### src/rtl/updn_timer_pkg.sv
package updn_timer_pkg;
  localparam int CTRL_EN_BIT  = 0;
  localparam int CTRL_UP_BIT  = 1;
  localparam int CTRL_CLK_BIT = 2;
  localparam int CTRL_DIR_BIT = 3;
  localparam int CTRL_PS_LSB  = 4;

  typedef struct packed {
    logic step;
    logic up;
    logic load;
    logic clear;
  } strobe_t;
endpackage

### src/rtl/updn_timer_ctrl.sv
module updn_timer_ctrl
  import updn_timer_pkg::*;
#(
  parameter int PS_W        = 3,
  parameter int SYNC_STAGES = 2,
  localparam int CTRL_W     = CTRL_PS_LSB + PS_W,
  localparam int DIV_W      = (1 << PS_W) - 1
) (
  input  logic              clk,
  input  logic              rstN,
  input  logic              ctrlWe,
  input  logic [CTRL_W-1:0] ctrlWdata,
  input  logic              cntWe,
  input  logic              cmpReset,
  input  logic              extClk,
  input  logic              extDir,
  output strobe_t           stb
);
  logic [CTRL_W-1:0] ctrlReg;
  logic              enable, upBit, clkSel, dirSel;
  logic [PS_W-1:0]   psSel;
  logic [1:0]        pinRaw, pinSync;
  logic              clkPrev, extRise;
  logic [DIV_W-1:0]  divCnt, divMask;
  logic              intTick;

  always_ff @(posedge clk) begin
    if (!rstN) ctrlReg <= '0;
    else if (ctrlWe) ctrlReg <= ctrlWdata;
  end

  assign enable = ctrlReg[CTRL_EN_BIT];
  assign upBit  = ctrlReg[CTRL_UP_BIT];
  assign clkSel = ctrlReg[CTRL_CLK_BIT];
  assign dirSel = ctrlReg[CTRL_DIR_BIT];
  assign psSel  = ctrlReg[CTRL_PS_LSB +: PS_W];

  assign pinRaw = {extDir, extClk};

  for (genvar g = 0; g < 2; g++) begin : gSync
    logic [SYNC_STAGES-1:0] chain;
    always_ff @(posedge clk) begin
      if (!rstN) chain <= '0;
      else chain <= {chain[SYNC_STAGES-2:0], pinRaw[g]};
    end
    assign pinSync[g] = chain[SYNC_STAGES-1];
  end

  always_ff @(posedge clk) begin
    if (!rstN) clkPrev <= 1'b0;
    else clkPrev <= pinSync[0];
  end
  assign extRise = pinSync[0] & ~clkPrev;

  always_ff @(posedge clk) begin
    if (!rstN || ctrlWe || !enable) divCnt <= '0;
    else divCnt <= divCnt + 1'b1;
  end

  always_comb begin
    divMask = '0;
    for (int i = 0; i < DIV_W; i++) begin
      if (i < int'(psSel)) divMask[i] = 1'b1;
    end
  end
  assign intTick = ((divCnt & divMask) == divMask);

  always_comb begin
    stb.step  = enable & (clkSel ? extRise : intTick);
    stb.up    = dirSel ? pinSync[1] : upBit;
    stb.load  = cntWe;
    stb.clear = cmpReset;
  end

  // undivided internal tick steps in every cycle
  a_r3_every_cycle: assert property (@(posedge clk) disable iff (!rstN)
    (enable && !clkSel && psSel == '0 && !ctrlWe) |=> stb.step);

  // an external edge yields a single isolated step
  a_r6_single_step: assert property (@(posedge clk) disable iff (!rstN)
    (enable && clkSel && stb.step && !ctrlWe) |=> !stb.step);

  // disabled timer never steps
  a_r2_no_step: assert property (@(posedge clk) disable iff (!rstN)
    (!enable) |-> !stb.step);
endmodule

### src/rtl/updn_timer_dp.sv
module updn_timer_dp
  import updn_timer_pkg::*;
#(
  parameter int CNT_W = 16
) (
  input  logic             clk,
  input  logic             rstN,
  input  strobe_t          stb,
  input  logic [CNT_W-1:0] cntWdata,
  output logic [CNT_W-1:0] count,
  output logic             overflow,
  output logic             underflow
);
  localparam logic [CNT_W-1:0] CNT_MAX = '1;

  always_ff @(posedge clk) begin
    if (!rstN) begin
      count     <= '0;
      overflow  <= 1'b0;
      underflow <= 1'b0;
    end else begin
      overflow  <= 1'b0;
      underflow <= 1'b0;
      if (stb.load) begin
        count <= cntWdata;
      end else if (stb.clear) begin
        count <= '0;
      end else if (stb.step) begin
        if (stb.up) begin
          count    <= count + 1'b1;
          overflow <= (count == CNT_MAX);
        end else begin
          count     <= count - 1'b1;
          underflow <= (count == '0);
        end
      end
    end
  end

  // a write lands at the next edge
  a_r11_load: assert property (@(posedge clk) disable iff (!rstN)
    stb.load |=> count == $past(cntWdata));

  // a compare reset clears without a wrap flag
  a_r10_clear: assert property (@(posedge clk) disable iff (!rstN)
    (stb.clear && !stb.load) |=> (count == '0 && !overflow && !underflow));

  // overflow only on an upward wrap
  a_r8_overflow_wrap: assert property (@(posedge clk) disable iff (!rstN)
    overflow |-> (count == '0 && $past(count) == CNT_MAX));

  // underflow only on a downward wrap
  a_r9_underflow_wrap: assert property (@(posedge clk) disable iff (!rstN)
    underflow |-> (count == CNT_MAX && $past(count) == '0));

  // the two flags never coincide
  a_r8_flags_exclusive: assert property (@(posedge clk) disable iff (!rstN)
    !(overflow && underflow));

  // without any strobe the count holds
  a_r2_hold: assert property (@(posedge clk) disable iff (!rstN)
    (!stb.load && !stb.clear && !stb.step) |=> $stable(count));
endmodule

### src/rtl/updn_timer.sv
module updn_timer
  import updn_timer_pkg::*;
#(
  parameter int CNT_W       = 16,
  parameter int PS_W        = 3,
  parameter int SYNC_STAGES = 2,
  localparam int CTRL_W     = CTRL_PS_LSB + PS_W
) (
  input  logic              clk,
  input  logic              rstN,
  input  logic              ctrlWe,
  input  logic [CTRL_W-1:0] ctrlWdata,
  input  logic              cntWe,
  input  logic [CNT_W-1:0]  cntWdata,
  input  logic              cmpReset,
  input  logic              extClk,
  input  logic              extDir,
  output logic [CNT_W-1:0]  count,
  output logic              overflow,
  output logic              underflow
);
  strobe_t stb;

  updn_timer_ctrl #(.PS_W(PS_W), .SYNC_STAGES(SYNC_STAGES)) uCtrl (
    .clk(clk), .rstN(rstN), .ctrlWe(ctrlWe), .ctrlWdata(ctrlWdata),
    .cntWe(cntWe), .cmpReset(cmpReset), .extClk(extClk), .extDir(extDir),
    .stb(stb)
  );

  updn_timer_dp #(.CNT_W(CNT_W)) uDp (
    .clk(clk), .rstN(rstN), .stb(stb), .cntWdata(cntWdata),
    .count(count), .overflow(overflow), .underflow(underflow)
  );
endmodule

### config.mk
export PLATFORM = sky130hd
export DESIGN_NAME = updn_timer
export DESIGN_NICKNAME = d
export VERILOG_FILES = /design/src/rtl/updn_timer_pkg.sv /design/src/rtl/updn_timer_ctrl.sv /design/src/rtl/updn_timer_dp.sv /design/src/rtl/updn_timer.sv
export SDC_FILE = /design/constraint.sdc
export NUM_CORES = 1
export LEC_CHECK = 0
export BUFFER_PORTS_ARGS = -buffer_cell sky130_fd_sc_hd__buf_2
export CORE_UTILIZATION = 55
export CTS_CLUSTER_SIZE = 24
export DETAILED_ROUTE_END_ITERATION = 12
export GPL_ROUTABILITY_DRIVEN = 0
export PLACE_DENSITY = 0.8
export SETUP_SLACK_MARGIN = 0.02
export SLEW_MARGIN = 20
export SYNTH_ARGS = -nofsm -noshare
export SYNTH_HDL_FRONTEND = slang
export SYNTH_HIERARCHICAL = 1
export SYNTH_SLANG_ARGS = --single-unit
### constraint.sdc
create_clock -name clk -period 2.83 [get_ports clk]
set_input_delay 0.283 -clock clk [delete_from_list [all_inputs] [get_ports clk]]
set_output_delay 0.283 -clock clk [all_outputs]
set_load 0.01 [all_outputs]
# == Yosys cells after proc, flatten, opt, wreduce, memory -nomap -nowiden ==
# Index checks and enable logic that the tools add are counted.
# totals
register_bits,37
latch_bits,0
ramBits,0
rom_bits,0
input_bits,30
output_inout_bits,18
wordCells,48
n_memories,0
# classes
addsub,3
mul,0
div_mod_pow,0
n_lt_le_gt_ge,7
eq_ne,2
shift,0
n_mux,13
n_bitwise,7
n_reduce_logical,8
# op_table
operator,count
$mux 16,4
$add 16x1->16 const B,1
$eq 16x16->1 const B,1
$logic_not 16->1,1
$sub 16x1->16 const B,1
$reduce_or 5->1,2
$lt 3x3->1 const A,3
$mux 1,9
$add 7x1->7 const B,1
$and 7x7->7,1
$eq 7x7->1,1
$lt 1x3->1 const A,2
$lt 2x3->1 const A,2
$not 1->1,4
$reduce_bool 3->1,1
$and 1x1->1,2
$logic_not 1->1,2
$logic_or 1x1->1,2

# == Logic depth before layout (Yosys ltp) ==
# Gate-level depths: netlist of the first run.
# logic_depth
word_depth,9
depth_mapped,10
depth_no_buf,9

# == Modules after synthesis ==
# Netlist of the first run, hierarchy kept.
# by_module_without_submodules
module,instances,cells_per_inst,area_each_um2,seq_area_each_um2
updn_timer_dp,1,204,1570.3,360.3
updn_timer_ctrl,1,78,763.2,380.4

# == Worst setup path after synthesis of the first run ==
# Ideal clock, no wire load.
# synth_path
path_type,register to register
from,register uCtrl.ctrlReg[3]
to,register uDp.count[14]
setup_time_ns,0.120
arrival_time_ns,2.296
required_time_ns,2.710
slack_ns,0.415
stages_incl_launch_ff,10
n_path_buf,1
synth_period_minus_slack_ns,2.415
cell_sequence,dfxtp_1 mux2_2 inv_1 ha_1 buf_2 a21oi_1 o21a_1 o21ai_0 a41o_1 a211o_1
# synth_rtl
element,line_no,source
start: declaration,updn_timer_ctrl.sv:19,logic [CTRL_W-1:0] ctrlReg;
start signal: assignment,updn_timer_ctrl.sv:29,else if (ctrlWe) ctrlReg <= ctrlWdata;
end signal: assignment,updn_timer_dp.sv:25,count <= cntWdata;
end signal: assignment,updn_timer_dp.sv:30,count <= count + 1'b1;
end signal: assignment,updn_timer_dp.sv:33,count <= count - 1'b1;
end: declaration,updn_timer_dp.sv:10,"output logic [CNT_W-1:0] count,"

==> results of run 1 <==
## per-stage QoR
stage                     worst slack (ps)  hold WS [ps]
final                                  303           190
after global routing                  62.7           191
after CTS                              210           187
after detailed placement               246           426
after global placement                 276           417
after floorplan                        415           410
## cell usage after synthesis (all sizes together) (2+ instances only)
| cell type | number | share of area |
|---|---|---|
| or3 | 2 | 0.0075 |
| o2111ai | 3 | 0.011 |
| clkbuf | 5 | 0.0080 |
| buf | 9 | 0.024 |
| a22o | 2 | 0.0075 |
| o211ai | 4 | 0.013 |
| o21ai | 23 | 0.051 |
| nand2 | 26 | 0.042 |
| nor4 | 4 | 0.011 |
| dfxtp | 37 | 0.32 |
| a211oi | 4 | 0.013 |
| nor2b | 8 | 0.021 |
| a21boi | 2 | 0.0064 |
| ha | 15 | 0.080 |
| and2 | 5 | 0.013 |
| and4 | 2 | 0.0075 |
| a31oi | 2 | 0.0054 |
| a211o | 3 | 0.011 |
| o22ai | 6 | 0.016 |
| nor3 | 6 | 0.013 |
| o21a | 4 | 0.013 |
| xnor2 | 5 | 0.019 |
| inv | 9 | 0.014 |
| nand3 | 5 | 0.013 |
| mux2i | 9 | 0.039 |
| nand4 | 5 | 0.013 |
| nor2 | 18 | 0.029 |
| xor2 | 10 | 0.038 |
| a22oi | 11 | 0.035 |
| a21oi | 22 | 0.047 |
| o32ai | 2 | 0.0075 |
## worst max-delay path by stage
stage	from	end	slack, ps
2_1_floorplan	uCtrl/ctrlReg[3]	uDp/count[14]	410
3_3_place_gp	uCtrl/ctrlReg[3]	uDp/count[11]	280
3_5_place_dp	uCtrl/ctrlReg[3]	uDp/count[11]	250
4_1_cts	uCtrl/ctrlReg[3]	uDp/count[12]	210
5_1_grt	uCtrl/ctrlReg[3]	uDp/count[14]	60
6_report	uCtrl/ctrlReg[3]	uDp/count[13]	300
## critical path, cell delays in order, from the launching register on
cell and delay (ps):
dfxtp_1 320, mux2_2 290, clkinvlp_4 270, ha_1 490, a21oi_1 170, o211ai_1 210
o2111ai_1 180, and4_1 240, o32ai_1 250
## logic make-up (layout without fill, tap and decap cells)
logic type,Yosys count,count (layout),synth area share
simple gates,86,86,0.187
mux,10,10,0.0434
flops,37,37,0.317
xor+xnor,15,15,0.0563
compound gates,94,94,0.259
fa+ha+maj,16,16,0.0890
buf+inv,24,69,0.0477
## power by group through the flow
stage	registers (mW)	logic, mW	clock network (mW)
2_1_floorplan	0.605	0.327	0
3_3_place_gp	0.605	0.439	0
3_5_place_dp	0.605	0.440	0
4_1_cts	0.593	0.444	0.381
5_1_grt	0.600	0.505	0.406
6_report	0.594	0.452	0.373
## layout make-up
type	instances	share of cell area
clock buffers	5	0.0257
multi-input cells	221	0.552
flip-flops and latches	37	0.276
well taps	50	0.0233
inverters	10	0.0154
clock inverters	3	0.00840
repair buffers	51	0.0989
## layer usage
layer  track usage  vias up  share of wire
li1              -     1137              -
met1         0.358     1040           0.46
met2         0.460       77           0.47
met3        0.0456        6          0.059
met4        0.0984        0          0.011
met5             0        -              0
## state kept, by name (all words and copies together) (netlist names)
signal             count
uDp/underflow          1
uDp/overflow           1
uCtrl/clkPrev          1
uDp/count             16
uCtrl/gSync.chain      4
uCtrl/ctrlReg          7
uCtrl/divCnt           7
==> results_dict.tcl, run 1 <==
set metrics [dict create \
    power_leakage_nw 1.15 \
    finalSetupViolCount 0 \
    firstDrtPassIters 4 \
    finalCriticalPeriod_ps 2530 \
    status "finished, final reports clean" \
    power_mw 1.42 \
    arrival_ps 2720 \
    grt_pass1_wl_um 9430 \
    power_frac_comb 0.319 \
    drv_cap 0 \
    synthesis.nets 328 \
    final_area_um2 2680 \
    hold_depth 2 \
    powerDensity_nw_per_um2 529 \
    vias_per_cell 5.99 \
    post_synth_num_cell_types 53 \
    layout-drive-gt1-share 0.196 \
    grt-ovfl-total 0 \
    ios 48 \
    ys_warn_count 6 \
    p_seq_frac 0.419 \
    fin_crit_sh 0.893 \
    start_kind "flip-flop" \
    hold_end "uCtrl/gSync[1].chain[0]" \
    reg2reg_slack_ps 300 \
    multi_input_area_um2 1480 \
    fin_skew_ps 12.7 \
    peakVddDrop_uv 309 \
    syn_area_per_cell_um2 8.27 \
    grt_max_degree 25 \
    final_nets 372 \
    numCtsBuffers 5 \
    worstRegToRegCells 8 \
    grt.total_usage 0.276 \
    cts_tree "built" \
    hp-class "input port to flip-flop" \
    fmax_mhz 396 \
    clk_latency_ps 290 \
    insertedDiodeCount 0 \
    crit_required_ps 3030 \
    syn-cell-area_um2 2330 \
    placed_cells 369 \
    synth_edf_count 0 \
    clk_pin_slew_ps 80 \
    port_buffers 47 \
    reg2reg_from "uCtrl/ctrlReg[3]" \
    p_sw_frac 0.352 \
    area_growth_pct 15.0 \
    drt-initial-drc-count 154 \
    vias 2260 \
    finish.utilization 0.666 \
    wirelength_um 5640 \
    cts_resized 0 \
    cts_hold_buf 0 \
    drc 0 \
    die_h_um 67.1 \
    async_flop_share 0 \
    core-area_um2 4030 \
    tightestPinTransition_ps 876 \
    tns_ps 0 \
    fillers 359 \
    h-tree-depth 2 \
    layout_common_cells "buf_2 (47), dfxtp_1 (37), nand2_1 (26), a21oi_1 (22), o21ai_0 (19)" \
    pwr-share-clk 0.263 \
    path_max_fanout 14 \
    dpl.hpwl_um 4120 \
    antenna_found_initial 0 \
    cts_root_buf "clkbuf_8" \
    seq_area_frac_synth 0.317 \
    register_area_um2 741 \
    hold_start "extDir" \
    clk_path_buf_depth 2 \
    synthFlopType "dfxtp_1" \
    end_kind "flip-flop" \
    slew_headroom 0.412 \
    p_int_mw 0.921 \
    post_cts_buffers 0 \
    die_w_um 67.1 \
    rows 23 \
    critical_path_class "flip-flop to flip-flop" \
    wl_per_cell_um 15.0 \
    synth-seq-cells 37 \
    dieArea_um2 4510 \
    syn_inst 282 \
    clock_sinks 37 \
    start_util 0.579 \
    placed_area_um2 2590 \
    slew_violations 0 \
    r2r-end "uDp/count[13]" \
    grt_pass1_vias 2116 \
    hold_violations 0 \
    layout_commonest_cell "buf_2" \
    rsz0062_at_grt "false" \
    final_cells 377 \
    p_sw_mw 0.499 \
    drtAntennaViolNets 0 \
]
(Power assumes the default switching activity.)
==> inputs of run 2 (changes only) <==
--- a/config.mk
+++ b/config.mk
@@ -6,11 +6,13 @@
 export NUM_CORES = 1
 export LEC_CHECK = 0
 export BUFFER_PORTS_ARGS = -buffer_cell sky130_fd_sc_hd__buf_2
-export CORE_UTILIZATION = 55
+export CELL_PAD_IN_SITES_DETAIL_PLACEMENT = 0
+export CELL_PAD_IN_SITES_GLOBAL_PLACEMENT = 1
+export CORE_UTILIZATION = 40
 export CTS_CLUSTER_SIZE = 24
 export DETAILED_ROUTE_END_ITERATION = 12
 export GPL_ROUTABILITY_DRIVEN = 0
-export PLACE_DENSITY = 0.8
+export PLACE_DENSITY_LB_ADDON = 0.2
 export SETUP_SLACK_MARGIN = 0.02
 export SLEW_MARGIN = 20
 export SYNTH_ARGS = -nofsm -noshare
==> run 2 against run 1 <==
Compared with the run above: final cell count grew 6.1%; routed wire length up 9.5%; via count stayed put; first-iteration DRC count decreased by 47%; cell area grew 0.98%; critical endpoint is now uDp/count[14]; highest routed layer unchanged.
==> results_dict.tcl, run 2 (synthesized netlist as in run 1, its figures left out) <==
set metrics [dict create \
    finalCriticalPeriod_ps 2600 \
    clk_pin_slew_ps 80 \
    finish.utilization 0.486 \
    clk_path_buf_depth 2 \
    p_sw_frac 0.355 \
    die_w_um 78.4 \
    p_sw_mw 0.506 \
    area_growth_pct 16.1 \
    top_register "uDp/count" \
    core-area_um2 5570 \
    layout_commonest_cell "buf_2" \
    status "finished, final reports clean" \
    hp-class "input port to flip-flop" \
    peakVddDrop_uv 228 \
    tightestPinTransition_ps 467 \
    fin_skew_ps 8.68 \
    pwr-share-clk 0.260 \
    drtAntennaViolNets 0 \
    fmax_mhz 385 \
    layout_common_cells "buf_2 (47), dfxtp_1 (37), nand2_1 (26), a21oi_1 (22), o21ai_0 (19)" \
    largest_reg_flops 16 \
    path_max_fanout 15 \
    finalSetupViolCount 0 \
    die_h_um 78.4 \
    start_kind "flip-flop" \
    hold_end "uCtrl/gSync[1].chain[0]" \
    grt.total_usage 0.209 \
    critical_path_class "flip-flop to flip-flop" \
    vias_per_cell 5.65 \
    slew_headroom 0.685 \
    tns_ps 0 \
    reg2reg_slack_ps 230 \
    r2r-end "uDp/count[14]" \
    powerDensity_nw_per_um2 526 \
    final_nets 373 \
    power_frac_comb 0.322 \
    grt_pass1_vias 2114 \
    hold_violations 0 \
    antenna_found_initial 0 \
    worstRegToRegCells 9 \
    rows 27 \
    wl_per_cell_um 15.4 \
    multi_input_area_um2 1480 \
    arrival_ps 2770 \
    grt_pass1_wl_um 9960 \
    grt-ovfl-total 0 \
    crit_required_ps 3010 \
    cts_root_buf "clkbuf_8" \
    slew_violations 0 \
    post_cts_buffers 0 \
    power_leakage_nw 1.16 \
    placed_cells 392 \
    wirelength_um 6180 \
    reg2reg_from "uCtrl/ctrlReg[3]" \
    register_area_um2 741 \
    placed_area_um2 2620 \
    drt-initial-drc-count 82 \
    whs_ps 193 \
    ios 48 \
    cts_resized 0 \
    vias 2260 \
    p_seq_frac 0.417 \
    drv_cap 0 \
    cts_hold_buf 0 \
    clock_sinks 37 \
    port_buffers 47 \
    hold_start "extDir" \
    numCtsBuffers 5 \
    dpl.hpwl_um 4600 \
    rsz0062_at_grt "false" \
    grt_max_degree 25 \
    drc 0 \
    insertedDiodeCount 0 \
    clk_latency_ps 290 \
    fillers 570 \
    final_area_um2 2710 \
    fin_crit_sh 0.917 \
    final_cells 400 \
    hold_depth 2 \
    start_util 0.419 \
    h-tree-depth 2 \
    end_kind "flip-flop" \
    dieArea_um2 6140 \
    top_regs "uDp/count (16), uCtrl/ctrlReg (7), uCtrl/divCnt (7)" \
    cts_tree "built" \
    layout-drive-gt1-share 0.195 \
    p_int_mw 0.918 \
    firstDrtPassIters 4 \
]
## run 2: cell count changes in the layout (fill, tap and decap cells not counted)
cell / previous run / this run
clkinv_4: 2 / 0
clkinv_2: 1 / 2
buf_4: 4 / 5
inv_1: 8 / 9
## run 2: layout make-up
type,count,area share
Timing Repair Buffer,52,0.101
Multi-Input combinational cell,221,0.547
Tap cell,72,0.0333
Clock inverter,3,0.00647
Sequential cell,37,0.273
Clock buffer,5,0.0254
Inverter,10,0.0139
## run 2: through the flow
step,setup slack [ps],power [mW]
CTS,272,1.43
floorplan,415,0.932
global route,43.9,1.52
detailed placement,299,1.06
finish,233,1.42
global placement,331,1.06
## run 2: worst max path at each step
stage | from | to | slack, ps | cells past startpoint
floorplan | uCtrl/ctrlReg[3] | uDp/count[14] | 410 | 9
global placement | uCtrl/ctrlReg[3] | uDp/count[5] | 330 | 9
finish | uCtrl/ctrlReg[3] | uDp/count[14] | 230 | 9
CTS | uCtrl/ctrlReg[3] | uDp/count[14] | 270 | 9
detailed placement | uCtrl/ctrlReg[3] | uDp/count[14] | 300 | 9
global route | uCtrl/ctrlReg[3] | uDp/count[11] | 40 | 9
## run 2: routing by layer
metal / vias up / part of all wire / track usage
li1: 1133 / - / -
met1: 1073 / 0.48 / 0.264
met2: 48 / 0.48 / 0.354
met3: 6 / 0.037 / 0.0442
met4: 0 / 0.0099 / 0.0630
met5: - / 0 / 0
## run 2: power groups by stage
| stage | combinational, mW | sequential (mW) | clock [mW] |
|---|---|---|---|
| 2_1_floorplan | 0.327 | 0.605 | 0 |
| 3_3_place_gp | 0.456 | 0.607 | 0 |
| 3_5_place_dp | 0.453 | 0.608 | 0 |
| 4_1_cts | 0.455 | 0.595 | 0.384 |
| 5_1_grt | 0.507 | 0.600 | 0.416 |
| 6_report | 0.459 | 0.594 | 0.371 |
## run 2: worst max-delay path, stage by stage, from the launching register on
cell	delay, ps
dfxtp_1	340
mux2_2	380
inv_1	60
buf_4	220
ha_1	320
a21oi_1	230
o21a_1	190
o21ai_0	180
a41o_1	280
a211o_1	270
==> inputs of run 3 (changes only) <==
--- a/config.mk
+++ b/config.mk
@@ -8,8 +8,8 @@
 export BUFFER_PORTS_ARGS = -buffer_cell sky130_fd_sc_hd__buf_2
 export CELL_PAD_IN_SITES_DETAIL_PLACEMENT = 0
 export CELL_PAD_IN_SITES_GLOBAL_PLACEMENT = 1
-export CORE_UTILIZATION = 40
-export CTS_CLUSTER_SIZE = 24
+export CORE_UTILIZATION = 43
+export CTS_CLUSTER_SIZE = 10
 export DETAILED_ROUTE_END_ITERATION = 12
 export GPL_ROUTABILITY_DRIVEN = 0
 export PLACE_DENSITY_LB_ADDON = 0.2
==> constraint.sdc (replaced) <==
create_clock -name clk -period 3.06 [get_ports clk]
set_input_delay 0.306 -clock clk [delete_from_list [all_inputs] [get_ports clk]]
set_output_delay 0.306 -clock clk [all_outputs]
set_load 0.01 [all_outputs]
==> run 3 against run 2 <==
Compared with the run above: clock skew rose by 1.6 ps; combinational power fell by 7.6%; sequential cell count stayed put; worst hold slack improved by 28 ps; maximum frequency shrank 6.7%; sequential power is 7.2% lower; die area decreased by 6.8%.
==> results_dict.tcl, run 3 (synthesized netlist as in run 1, its figures left out) <==
set metrics [dict create \
    top_register "uDp/count" \
    grt_pass1_vias 2196 \
    dieArea_um2 5730 \
    clock_sinks 37 \
    crit_required_ps 3240 \
    path_cells "mux2_2, inv_1, ha_1, a21oi_1, o21a_1, o21ai_0, a41o_1, a211o_1" \
    cts_hold_buf 0 \
    start_kind "flip-flop" \
    vias 2270 \
    slew_violations 0 \
    rows 26 \
    firstDrtPassIters 4 \
    numCtsBuffers 5 \
    critical_path_class "flip-flop to flip-flop" \
    post_cts_buffers 0 \
    clk_latency_ps 290 \
    insertedDiodeCount 0 \
    vias_per_cell 5.70 \
    tns_ps 0 \
    die_w_um 75.7 \
    fillers 510 \
    drv_cap 0 \
    routed.top_layer "met4" \
    wl_met2_um 3060 \
    peakVddDrop_uv 206 \
    fmax_mhz 360 \
    start_util 0.451 \
    placed_area_um2 2620 \
    grt.total_usage 0.238 \
    drt-initial-drc-count 90 \
    worstRegToRegCells 8 \
    grt_max_degree 25 \
    clk_pin_slew_ps 80 \
    final_area_um2 2710 \
    grt-ovfl-total 0 \
    path_depth 8 \
    arrival_ps 2960 \
    cts_root_buf "clkbuf_8" \
    top_regs "uDp/count (16), uCtrl/ctrlReg (7), uCtrl/divCnt (7)" \
    finalCriticalPeriod_ps 2780 \
    area_growth_pct 16.0 \
    finish.utilization 0.523 \
    reg2reg_slack_ps 280 \
    layout-drive-gt1-share 0.195 \
    port_buffers 47 \
    tightestPinTransition_ps 570 \
    fin_crit_sh 0.909 \
    dpl.hpwl_um 4580 \
    rsz0062_at_grt "false" \
    setup_ws_ps 278 \
    status "finished, final reports clean" \
    wl_met1_um 2840 \
    cts_tree "built" \
    max_stage_delay_ps 440 \
    path_buf_inv 1 \
    layout_common_cells "buf_2 (47), dfxtp_1 (37), nand2_1 (26), a21oi_1 (22), o21ai_0 (19)" \
    ios 48 \
    die_h_um 75.7 \
    hp-class "input port to flip-flop" \
    path_max_fanout 14 \
    slew_headroom 0.619 \
    drtAntennaViolNets 0 \
    largest_reg_flops 16 \
    clk_path_buf_depth 2 \
    wl_per_cell_um 15.8 \
    hold_depth 2 \
    cts_resized 0 \
    grt_pass1_wl_um 10200 \
    finalSetupViolCount 0 \
    drc 0 \
    critPathTopFamily "compound AO/OA/AOI/OAI gates" \
    powerDensity_nw_per_um2 485 \
    slowest_stage "inv_1" \
    hold_violations 0 \
    h-tree-depth 2 \
    core-area_um2 5170 \
    layout_commonest_cell "buf_2" \
    antenna_found_initial 0 \
    wirelength_um 6270 \
    power_leakage_nw 1.16 \
    final_nets 373 \
    fin_skew_ps 10.3 \
    wl_met3_um 289 \
    end_kind "flip-flop" \
    place_ws_ps 373 \
]
[run 3: cell counts in the layout (fill, tap and decap cells not counted)]
Identical to the previous run, type by type.
[run 3: path summary, 6_finish.rpt]
kind                             endpoint                    start
setup / recovery            uDp/count[14]         uCtrl/ctrlReg[3]
hold / removal    uCtrl/gSync[0].chain[0]                   extClk
setup reg to reg            uDp/count[14]         uCtrl/ctrlReg[3]
hold reg to reg   uCtrl/gSync[0].chain[1]  uCtrl/gSync[0].chain[0]
[run 3: final cells by class]
type                            count  area (um^2)  share of cell area
Tap cell                           70         87.6              0.0324
Clock inverter                      3         17.5             0.00647
Multi-Input combinational cell    221         1480               0.547
Sequential cell                    37          741               0.274
Timing Repair Buffer               52          273               0.101
Inverter                           10         37.5              0.0139
Clock buffer                        5         68.8              0.0254
[run 3: routing by layer]
layer,vias to the layer above,track usage
li1,1134,-
met1,1060,0.300
met2,68,0.402
met3,8,0.0489
met4,0,0.0885
met5,-,0
[run 3: metrics by stage]
| step | total power [mW] | std cells | hold slack, ps |
|---|---|---|---|
| after global placement | 0.981 | 390 | 418 |
| after global routing | 1.40 | 398 | 221 |
| final | 1.31 | 398 | 221 |
| after floorplan | 0.862 | 282 | 412 |
| after detailed placement | 0.979 | 390 | 423 |
| after CTS | 1.32 | 398 | 213 |
[run 3: where the power goes]
part	total, mW	switching, mW	internal (mW)
combinational	0.424	0.243	0.181
clock	0.337	0.180	0.157
sequential	0.551	0.0406	0.510
